File: src/rtl/msi_cap_pkg.sv
package msi_cap_pkg;

  localparam int CAP_W = 3;

  localparam int OFF_CTL  = 0;
  localparam int OFF_MASK = 1;
  localparam int OFF_TEST = 2;

  localparam int CAP_LSB = 0;
  localparam int EN_LSB  = 4;

  typedef struct packed {
    logic wrEnable;
    logic wrCapable;
    logic wrMask;
    logic wrTest;
    logic rdStb;
  } regStb_t;

endpackage

File: src/rtl/msi_cap_ctrl.sv
module msi_cap_ctrl
  import msi_cap_pkg::*;
#(
  parameter int ADDR_W = 4,
  parameter int DATA_W = 32
) (
  input  logic              clk,
  input  logic              rst_n,
  input  logic              hostWrEn,
  input  logic              hostRdEn,
  input  logic [ADDR_W-1:0] hostAddr,
  input  logic [DATA_W-1:0] hostWrData,
  input  logic              ldrWrEn,
  input  logic [ADDR_W-1:0] ldrAddr,
  input  logic [DATA_W-1:0] ldrWrData,
  input  logic              testAccess,
  output regStb_t           stb,
  output logic [DATA_W-1:0] selData
);

  logic              anyWr;
  logic [ADDR_W-1:0] selAddr;

  // the loader wins a same-cycle collision
  assign anyWr   = ldrWrEn | hostWrEn;
  assign selAddr = ldrWrEn ? ldrAddr : hostAddr;
  assign selData = ldrWrEn ? ldrWrData : hostWrData;

  always_comb begin
    stb           = '0;
    stb.rdStb     = hostRdEn;
    stb.wrEnable  = anyWr && (selAddr == ADDR_W'(OFF_CTL));
    stb.wrCapable = stb.wrEnable && (ldrWrEn || testAccess);
    stb.wrMask    = anyWr && (selAddr == ADDR_W'(OFF_MASK));
    stb.wrTest    = anyWr && (selAddr == ADDR_W'(OFF_TEST));
  end

  // a host write without test access never reaches the capable field
  a_r5_cap_locked: assert property (@(posedge clk) disable iff (!rst_n)
    (hostWrEn && !ldrWrEn && !testAccess) |-> !stb.wrCapable);

endmodule

File: src/rtl/msi_cap_dp.sv
module msi_cap_dp
  import msi_cap_pkg::*;
#(
  parameter int ADDR_W  = 4,
  parameter int DATA_W  = 32,
  parameter int MAX_LOG = 5,
  localparam int MASK_W = 1 << MAX_LOG
) (
  input  logic              clk,
  input  logic              rst_n,
  input  regStb_t           stb,
  input  logic [DATA_W-1:0] selData,
  input  logic [ADDR_W-1:0] rdAddr,
  output logic [CAP_W-1:0]  capQ,
  output logic [CAP_W-1:0]  enQ,
  output logic [MASK_W-1:0] maskQ,
  output logic              testQ,
  output logic [DATA_W-1:0] rdDataQ
);

  localparam logic [CAP_W-1:0] MAX_CAP   = CAP_W'(MAX_LOG);
  localparam logic [CAP_W-1:0] RESET_CAP = 3'b010;

  logic [CAP_W-1:0]  capWr, capNext, enWr, enNext;
  logic [MASK_W-1:0] allowNext, allowNow, maskNext;
  logic [DATA_W-1:0] rdNext;

  // clamp the capable value to the widest supported mask
  assign capWr   = selData[CAP_LSB +: CAP_W];
  assign capNext = stb.wrCapable ? ((capWr > MAX_CAP) ? MAX_CAP : capWr) : capQ;

  // the enable value never exceeds the capable value
  assign enWr   = stb.wrEnable ? selData[EN_LSB +: CAP_W] : enQ;
  assign enNext = (enWr > capNext) ? capNext : enWr;

  // mask bits at or above 2^capable are forced to zero
  for (genvar n = 0; n < MASK_W; n++) begin : g_allow
    assign allowNext[n] = (n < (1 << capNext));
    assign allowNow[n]  = (n < (1 << capQ));
  end

  assign maskNext = (stb.wrMask ? selData[MASK_W-1:0] : maskQ) & allowNext;

  always_comb begin
    rdNext = '0;
    case (rdAddr)
      ADDR_W'(OFF_CTL): begin
        rdNext[CAP_LSB +: CAP_W] = capQ;
        rdNext[EN_LSB +: CAP_W]  = enQ;
      end
      ADDR_W'(OFF_MASK): rdNext[MASK_W-1:0] = maskQ;
      ADDR_W'(OFF_TEST): rdNext[0] = testQ;
      default: rdNext = '0;
    endcase
  end

  always_ff @(posedge clk or negedge rst_n) begin
    if (!rst_n) begin
      capQ    <= RESET_CAP;
      enQ     <= '0;
      maskQ   <= '0;
      testQ   <= 1'b0;
      rdDataQ <= '0;
    end else begin
      capQ  <= capNext;
      enQ   <= enNext;
      maskQ <= maskNext;
      if (stb.wrTest) testQ <= selData[0];
      if (stb.rdStb) rdDataQ <= rdNext;
    end
  end

  // no mask bit is set outside the limit of the capable field
  a_r2_mask_gated: assert property (@(posedge clk) disable iff (!rst_n)
    (maskQ & ~allowNow) == '0);

  // the stored enable value never exceeds the capable value
  a_r4_en_le_cap: assert property (@(posedge clk) disable iff (!rst_n)
    enQ <= capQ);

  // the capable field stays within the supported range
  a_r6_cap_range: assert property (@(posedge clk) disable iff (!rst_n)
    capQ <= MAX_CAP);

  // the capable field moves only on a permitted write
  a_r5_cap_stable: assert property (@(posedge clk) disable iff (!rst_n)
    !stb.wrCapable |=> $stable(capQ));

  // read data holds between read strobes
  a_r3_rd_hold: assert property (@(posedge clk) disable iff (!rst_n)
    !stb.rdStb |=> $stable(rdDataQ));

endmodule

File: src/rtl/msi_cap_regs.sv
module msi_cap_regs
  import msi_cap_pkg::*;
#(
  parameter int ADDR_W  = 4,
  parameter int DATA_W  = 32,
  parameter int MAX_LOG = 5,
  localparam int MASK_W = 1 << MAX_LOG
) (
  input  logic              clk,
  input  logic              rst_n,
  input  logic              hostWrEn,
  input  logic              hostRdEn,
  input  logic [ADDR_W-1:0] hostAddr,
  input  logic [DATA_W-1:0] hostWrData,
  output logic [DATA_W-1:0] hostRdData,
  input  logic              ldrWrEn,
  input  logic [ADDR_W-1:0] ldrAddr,
  input  logic [DATA_W-1:0] ldrWrData,
  output logic [2:0]        capField,
  output logic [2:0]        enField,
  output logic [MASK_W-1:0] vecMask,
  output logic              testAccess
);

  regStb_t           stb;
  logic [DATA_W-1:0] selData;

  initial begin
    assert (MASK_W <= DATA_W && MAX_LOG <= 7)
      else $error("msi_cap_regs: mask wider than the data word");
  end

  msi_cap_ctrl #(.ADDR_W(ADDR_W), .DATA_W(DATA_W)) i_ctrl (
    .clk        (clk),
    .rst_n      (rst_n),
    .hostWrEn   (hostWrEn),
    .hostRdEn   (hostRdEn),
    .hostAddr   (hostAddr),
    .hostWrData (hostWrData),
    .ldrWrEn    (ldrWrEn),
    .ldrAddr    (ldrAddr),
    .ldrWrData  (ldrWrData),
    .testAccess (testAccess),
    .stb        (stb),
    .selData    (selData)
  );

  msi_cap_dp #(.ADDR_W(ADDR_W), .DATA_W(DATA_W), .MAX_LOG(MAX_LOG)) i_dp (
    .clk     (clk),
    .rst_n   (rst_n),
    .stb     (stb),
    .selData (selData),
    .rdAddr  (hostAddr),
    .capQ    (capField),
    .enQ     (enField),
    .maskQ   (vecMask),
    .testQ   (testAccess),
    .rdDataQ (hostRdData)
  );

endmodule

File: config.mk
export PLATFORM = sky130hd
export DESIGN_NAME = msi_cap_regs
export DESIGN_NICKNAME = d
export VERILOG_FILES = /design/src/rtl/msi_cap_pkg.sv /design/src/rtl/msi_cap_ctrl.sv /design/src/rtl/msi_cap_dp.sv /design/src/rtl/msi_cap_regs.sv
export SDC_FILE = /design/constraint.sdc
export NUM_CORES = 1
export LEC_CHECK = 0
export CAP_MARGIN = 20
export CORE_MARGIN = 2
export CORE_UTILIZATION = 59
export DETAILED_ROUTE_END_ITERATION = 6
export DONT_BUFFER_PORTS = 1
export PLACE_DENSITY = 0.74
export SLEW_MARGIN = 15
export SYNTH_ARGS = -nofsm -noshare
export SYNTH_HDL_FRONTEND = slang
export SYNTH_SLANG_ARGS = --single-unit
File: constraint.sdc
create_clock -name clk -period 2.88 [get_ports clk]
set_input_delay 0.144 -clock clk [delete_from_list [all_inputs] [get_ports clk]]
set_output_delay 0.144 -clock clk [all_outputs]
set_load 0.03 [all_outputs]
# Yosys cells after proc, flatten, opt, wreduce, memory -nomap -nowiden
# Cells that the tools add are included.
[totals] ram_bits=0 in_bits=77 reg_bits=71 romBits=0 memories=0 latchBits=0 output_inout_bits=71 wordCells=65
[op_classes] add_sub_neg=0 n_shift=1 n_mux=12 n_lt_le_gt_ge=34 n_bitwise=2 div_mod_pow=0 n_mul=0 reduce_logical=7 n_eq_ne=4
[op_table] op="6-bit by 32-bit less-than comparator with 1-bit output (first input constant)" count=16
[op_table] op="5-bit by 32-bit less-than comparator with 1-bit output (first input constant)" count=8
[op_table] op="4-bit by 32-bit less-than comparator with 1-bit output (first input constant)" count=4
[op_table] op="3-bit by 32-bit less-than comparator with 1-bit output (first input constant)" count=2
[op_table] op="32-bit two-way mux" count=2
[op_table] op="32-bit AND" count=1
[op_table] op="1-bit by 32-bit less-than comparator with 1-bit output (first input constant)" count=1
[op_table] op="2-bit by 32-bit less-than comparator with 1-bit output (first input constant)" count=1
[op_table] op="1-bit by 3-bit << shifter with 32-bit output (first input constant)" count=1
[op_table] op="25-bit two-way mux" count=1
[op_table] op="3-bit two-way mux" count=4
[op_table] op="4-bit by 1-bit equality test with 1-bit output (second input constant)" count=2
[op_table] op="4-bit by 2-bit equality test with 1-bit output (second input constant)" count=2
[op_table] op="4-bit zero test" count=2
[op_table] op="3-bit case mux with 2 select lines" count=1
[op_table] op="1-bit logical AND" count=4
[op_table] op="4-bit two-way mux" count=1
[op_table] op="2-bit case mux with 2 select lines" count=1
[op_table] op="3-bit > comparator" count=1
[op_table] op="3-bit > comparator (second input constant)" count=1
[op_table] op="1-bit case mux with 3 select lines" count=1
[op_table] op="1-bit logical OR" count=1
[op_table] op="1-bit two-way mux" count=1
[op_table] op="1-bit bitwise OR" count=1

# Longest topological paths before layout
[logic_depth] word_depth=8 depth_mapped=12 mapped_depth_nobuf=10

# Modules after synthesis
# Synthesis repeated with hierarchy kept, for this count alone.
[hier_totals] cells_unflattened=332 area_unflattened_um2=3692.3
[modules_own_cells] module="msi_cap_dp" seq_area_each_um2=1778.0 cells_per_inst=282 n_inst=1 area_per_inst_um2=3186.8
[modules_own_cells] module="msi_cap_ctrl" seq_area_each_um2=0.0 cells_per_inst=50 n_inst=1 area_per_inst_um2=505.5

# Worst setup path after synthesis
# Ideal clock, no wire load.
[synth_path] path_kind="reg-to-reg" start="register i_dp.testQ" end="register i_dp.enQ[1]" setup_time_ns=0.128 stages_incl_launch_ff=9 t_arrival_ns=2.478 path_buffers=0 setup_slack_ns=0.274 t_required_ns=2.752 synth_period_minus_slack_ns=2.606 cell_sequence="dfrtp_1 nor3b_1 o221ai_2 mux2i_2 ha_1 nor3b_1 a21oi_1 nand4_2 mux2_1"
[synth_between] elab_chain_len=5
[synth_lines] element="start: declaration" line_no="msi_cap_dp.sv:17" text="output logic testQ,"
[synth_lines] element="start signal: assignment" line_no="msi_cap_dp.sv:68" text="if (stb.wrTest) testQ <= selData[0];"
[synth_lines] element="1-bit logical OR *" line_no="msi_cap_ctrl.sv:33" text="stb.wrCapable = stb.wrEnable && (ldrWrEn || testAccess);"
[synth_lines] element="1-bit logical AND *" line_no="msi_cap_ctrl.sv:33"
[synth_lines] element="3-bit two-way mux *" line_no="msi_cap_dp.sv:30" text="assign capNext = stb.wrCapable ? ((capWr > MAX_CAP) ? MAX_CAP : capWr) : capQ;"
[synth_lines] element="3-bit > comparator" line_no="msi_cap_dp.sv:34" text="assign enNext = (enWr > capNext) ? capNext : enWr;"
[synth_lines] element="3-bit two-way mux *" line_no="msi_cap_dp.sv:34"
[synth_lines] element="via i_dp.enNext[1]" line_no="msi_cap_dp.sv:24" text="logic [CAP_W-1:0] capWr, capNext, enWr, enNext;"
[synth_lines] element="end signal: assignment" line_no="msi_cap_dp.sv:66" text="enQ <= enNext;"
[synth_lines] element="end: declaration" line_no="msi_cap_dp.sv:15" text="output logic [CAP_W-1:0] enQ,"
# Mark *: on every way through the listed nets, which the timed path passes. The rest lies on a longest branch.
# A chain may end at the register's enable or synchronous reset.

# Final worst setup path
[layout_path] start="register i_dp.testQ" end="register i_dp.enQ[2]"
[layout_between] elab_chain_len=5
[layout_lines] element="1-bit logical OR" line_no="msi_cap_ctrl.sv:33"
[layout_lines] element="1-bit logical AND" line_no="msi_cap_ctrl.sv:33"
[layout_lines] element="3-bit two-way mux" line_no="msi_cap_dp.sv:30"
[layout_lines] element="via i_dp.capNext[0]" line_no="msi_cap_dp.sv:24"
[layout_lines] element="3-bit > comparator" line_no="msi_cap_dp.sv:34"
[layout_lines] element="3-bit two-way mux" line_no="msi_cap_dp.sv:34"
[layout_lines] element="via i_dp.enNext[2]" line_no="msi_cap_dp.sv:24"
# The timed path passes the listed nets, and every way through them passes these cells.

==> results_dict.tcl <==
set metrics [dict create \
    setup_tns_ns 0 \
    initial_core_util_pct 61.5 \
    diodes 0 \
    syn_area_sq_um 3430 \
    grt_remaining_overflow 0 \
    htreeDepth 3 \
    period_share_pct 89.8 \
    vias 2495 \
    ios 148 \
    ys_seq_area_share_pct 51.8 \
    antenna_found_initial 0 \
    met1_usage_pct 31.9 \
    comb_power_share_pct 16.6 \
    yosys.cell_types.count 38 \
    arrival_ns 2.80 \
    layout-drive-gt1-share_pct 11.8 \
    die_h_um 80.3 \
    routed_wl_mm 7.62 \
    rsz0062_at_grt "false" \
    rows 27 \
    clk_pin_slew_worst_paths_ns 0.07 \
    cts_tree "done" \
    core_area_sq_um 5570 \
    finalWorstSetupSlack_ns 0.294 \
    endpoint_kind "flip-flop" \
    grt_pass1_vias 2415 \
    slowest_delay_ns 0.38 \
    crit_chain "nor3b_1 > o221ai_2 > mux2i_1 > inv_1 > ha_1 > nor3b_1 > a21oi_1 > nand4_2 > mux2_1" \
    crit_path_frequent_cell "nor3b_1" \
    cts-resized-gates 0 \
    insertion_delay_ns 0.33 \
    reg2reg_to "i_dp.enQ[2]" \
    synth_most_common_cell "dfrtp_1" \
    pre_cts_slack_ns 0.319 \
    power_per_cell_area_nw_per_um2 687 \
    numClockSinks 71 \
    ys_top_cells_by_count "dfrtp_1, nor2_1, mux2i_1, o21ai_0, inv_1" \
    area_growth_pct 10.5 \
    internal-power_mw 1.80 \
    synthesis.nets 414 \
    worstPathRequired_ns 3.10 \
    grt_use_met2_pct 39.5 \
    r2r_start "i_dp.testQ" \
    fin_nets 414 \
    finalHoldViolCount 0 \
    irDropWorstVdd_mv 0.478 \
    dp_hpwl_mm 5.08 \
    busiest_layer "met2" \
    timing.hold.ws_ns 0.0425 \
    fin_util_pct 68.0 \
    grt_max_degree 72 \
    drc 0 \
    globalplace.congestion 0.819 \
    setup_viol 0 \
    grt_pass1_wl_mm 12.2 \
    synth-edff-count 0 \
    switching_share_pct 31.0 \
    ys_ff_latch 71 \
    dieArea_sq_um 6440 \
    timing.fmax_mhz 387 \
    hold-path-cell-count 2 \
    grt_usage_pct 24.7 \
    drt_iter0_markers 180 \
    synth_area_leaders "dfrtp_1, mux2i_1, a211oi_1, o21ai_0, nor2_1" \
    status "finished clean" \
    worstPathMaxFanout 4 \
    hold_end "i_dp.maskQ[7]" \
    synth_cells 335 \
    max_cap_viol_count 0 \
    yosys_warnings 0 \
    die_w_um 80.3 \
    slew_headroom_pct 58.6 \
    wire_per_inst_um 18.5 \
    drtPass1Iterations 4 \
    min_path_type "in -> reg" \
    cpMaxStageDelayCell "dfrtp_1" \
    switchingPower_mw 0.808 \
    syn_avg_cell_area_sq_um 10.2 \
    worstSetupPathType "reg -> reg" \
    clkPwrFrac_pct 35.6 \
    final_max_slew_viol_count 0 \
    timing.final.crit_period_ns 2.59 \
    viasPerCell 6.06 \
    clockBufferDepth 2 \
    port_buffers 0 \
    ant_nets 0 \
    grtUsageMet3_pct 6.74 \
    synth_top_area_share_pct 51.1 \
    synth_ff_type "dfrtp_1" \
    reg2regPathDepth 9 \
    start_kind "flip-flop" \
    leakagePower_nw 1.64 \
    tightest_slew_ns 0.621 \
    synth_top_area_cell "dfrtp_1" \
    cts_made_buffers 9 \
    synthArstFlopShare_pct 100 \
    fin_skew_ns 0.00642 \
    root_buffer "clkbuf_8" \
    hold_start "hostWrData[7]" \
    power_frac_seq_pct 47.8 \
    ff2ff_setup_slack_ns 0.29 \
]
## critical path: cells and delay by family, from the launching register on
family | cells | cell delay (ns)
fa+ha+maj | 1 | 0.33
mux | 2 | 0.69
simple gates | 3 | 0.54
flops | 1 | 0.38
buf+inv | 1 | 0.15
compound gates | 2 | 0.37
## routing by layer
metal  routed length [um]  part of all wire, %
met1                 3080                   40
met2                 3780                   50
met3                  616                  8.1
met4                  142                  1.9
met5                    0                    0
## power groups by stage
stage	Combinational, mW	Sequential (mW)	Clock [mW]
finish	0.432	1.25	0.927
global route	0.481	1.25	0.994
CTS	0.435	1.25	0.947
detailed placement	0.391	1.27	0
global placement	0.377	1.26	0
floorplan	0.322	1.25	0
## how the worst max path moves through the flow
| stage | from | to | slack [ns] |
|---|---|---|---|
| 2_1_floorplan | i_dp.testQ | i_dp.enQ[1] | 0.27 |
| 3_3_place_gp | i_dp.testQ | i_dp.enQ[1] | 0.43 |
| 3_5_place_dp | ldrWrEn | i_dp.enQ[2] | 0.32 |
| 4_1_cts | i_dp.testQ | i_dp.enQ[2] | 0.32 |
| 5_1_grt | i_dp.testQ | i_dp.enQ[1] | 0.17 |
| 6_report | i_dp.testQ | i_dp.enQ[2] | 0.29 |
## per-stage QoR
stage,area [sq um],cells,power (mW)
final,3790,412,2.61
after global routing,3790,412,2.73
after CTS,3790,412,2.63
after detailed placement,3470,391,1.66
after global placement,3470,391,1.64
after floorplan,3430,335,1.57
## cell usage in the layout (no fill, tap or decap), types with 2 or more instances in the layout
| cell | Yosys | routed |
|---|---|---|
| clkbuf_8 | 0 | 12 |
| nor2b_1 | 2 | 2 |
| nor2_1 | 40 | 40 |
| nand3_1 | 28 | 28 |
| mux2_1 | 2 | 2 |
| nor3b_2 | 1 | 2 |
| buf_4 | 0 | 6 |
| dfrtp_1 | 70 | 70 |
| bufinv_16 | 0 | 2 |
| dlygate4sd3_1 | 0 | 3 |
| ha_1 | 2 | 2 |
| mux2i_1 | 38 | 38 |
| a22oi_1 | 5 | 5 |
| nor3b_1 | 3 | 2 |
| inv_1 | 30 | 30 |
| a21oi_1 | 9 | 9 |
| nand2_1 | 4 | 4 |
| mux2_2 | 4 | 4 |
| o21ai_0 | 31 | 31 |
| a211oi_1 | 26 | 26 |
## layout make-up
cell class              count  area [sq um]
repair buffers             11           123
fillers                   433          1780
flip-flops and latches     71          1780
clock buffers              12           165
multi-input cells         211          1440
inverters                  31           116
well taps                  72          90.1
clock inverters             4          76.3
## registers in the layout, indices dropped and copies added, names as in the netlist
signal and cells:
i_dp.capQ 3, i_dp.testQ 1, i_dp.rdDataQ 32, i_dp.enQ 3, i_dp.maskQ 32
## cells by family after synthesis
family / share of synthesized area [%]
muxes: 13.9
and+or+nand+nor: 12.3
DFF: 51.8
adders and majority gates: 0.729
buffers and inverters: 6.42
AOI/OAI and AO/OA: 14.9
## timing repair
action                                  in CTS  in global routing
hold buffers                                 5                  0
endpoints found under the setup margin       0                  0
setup buffers                                0                  0
endpoints found under the hold margin      103                  0
No activity file was read; power rests on OpenSTA's default activity.
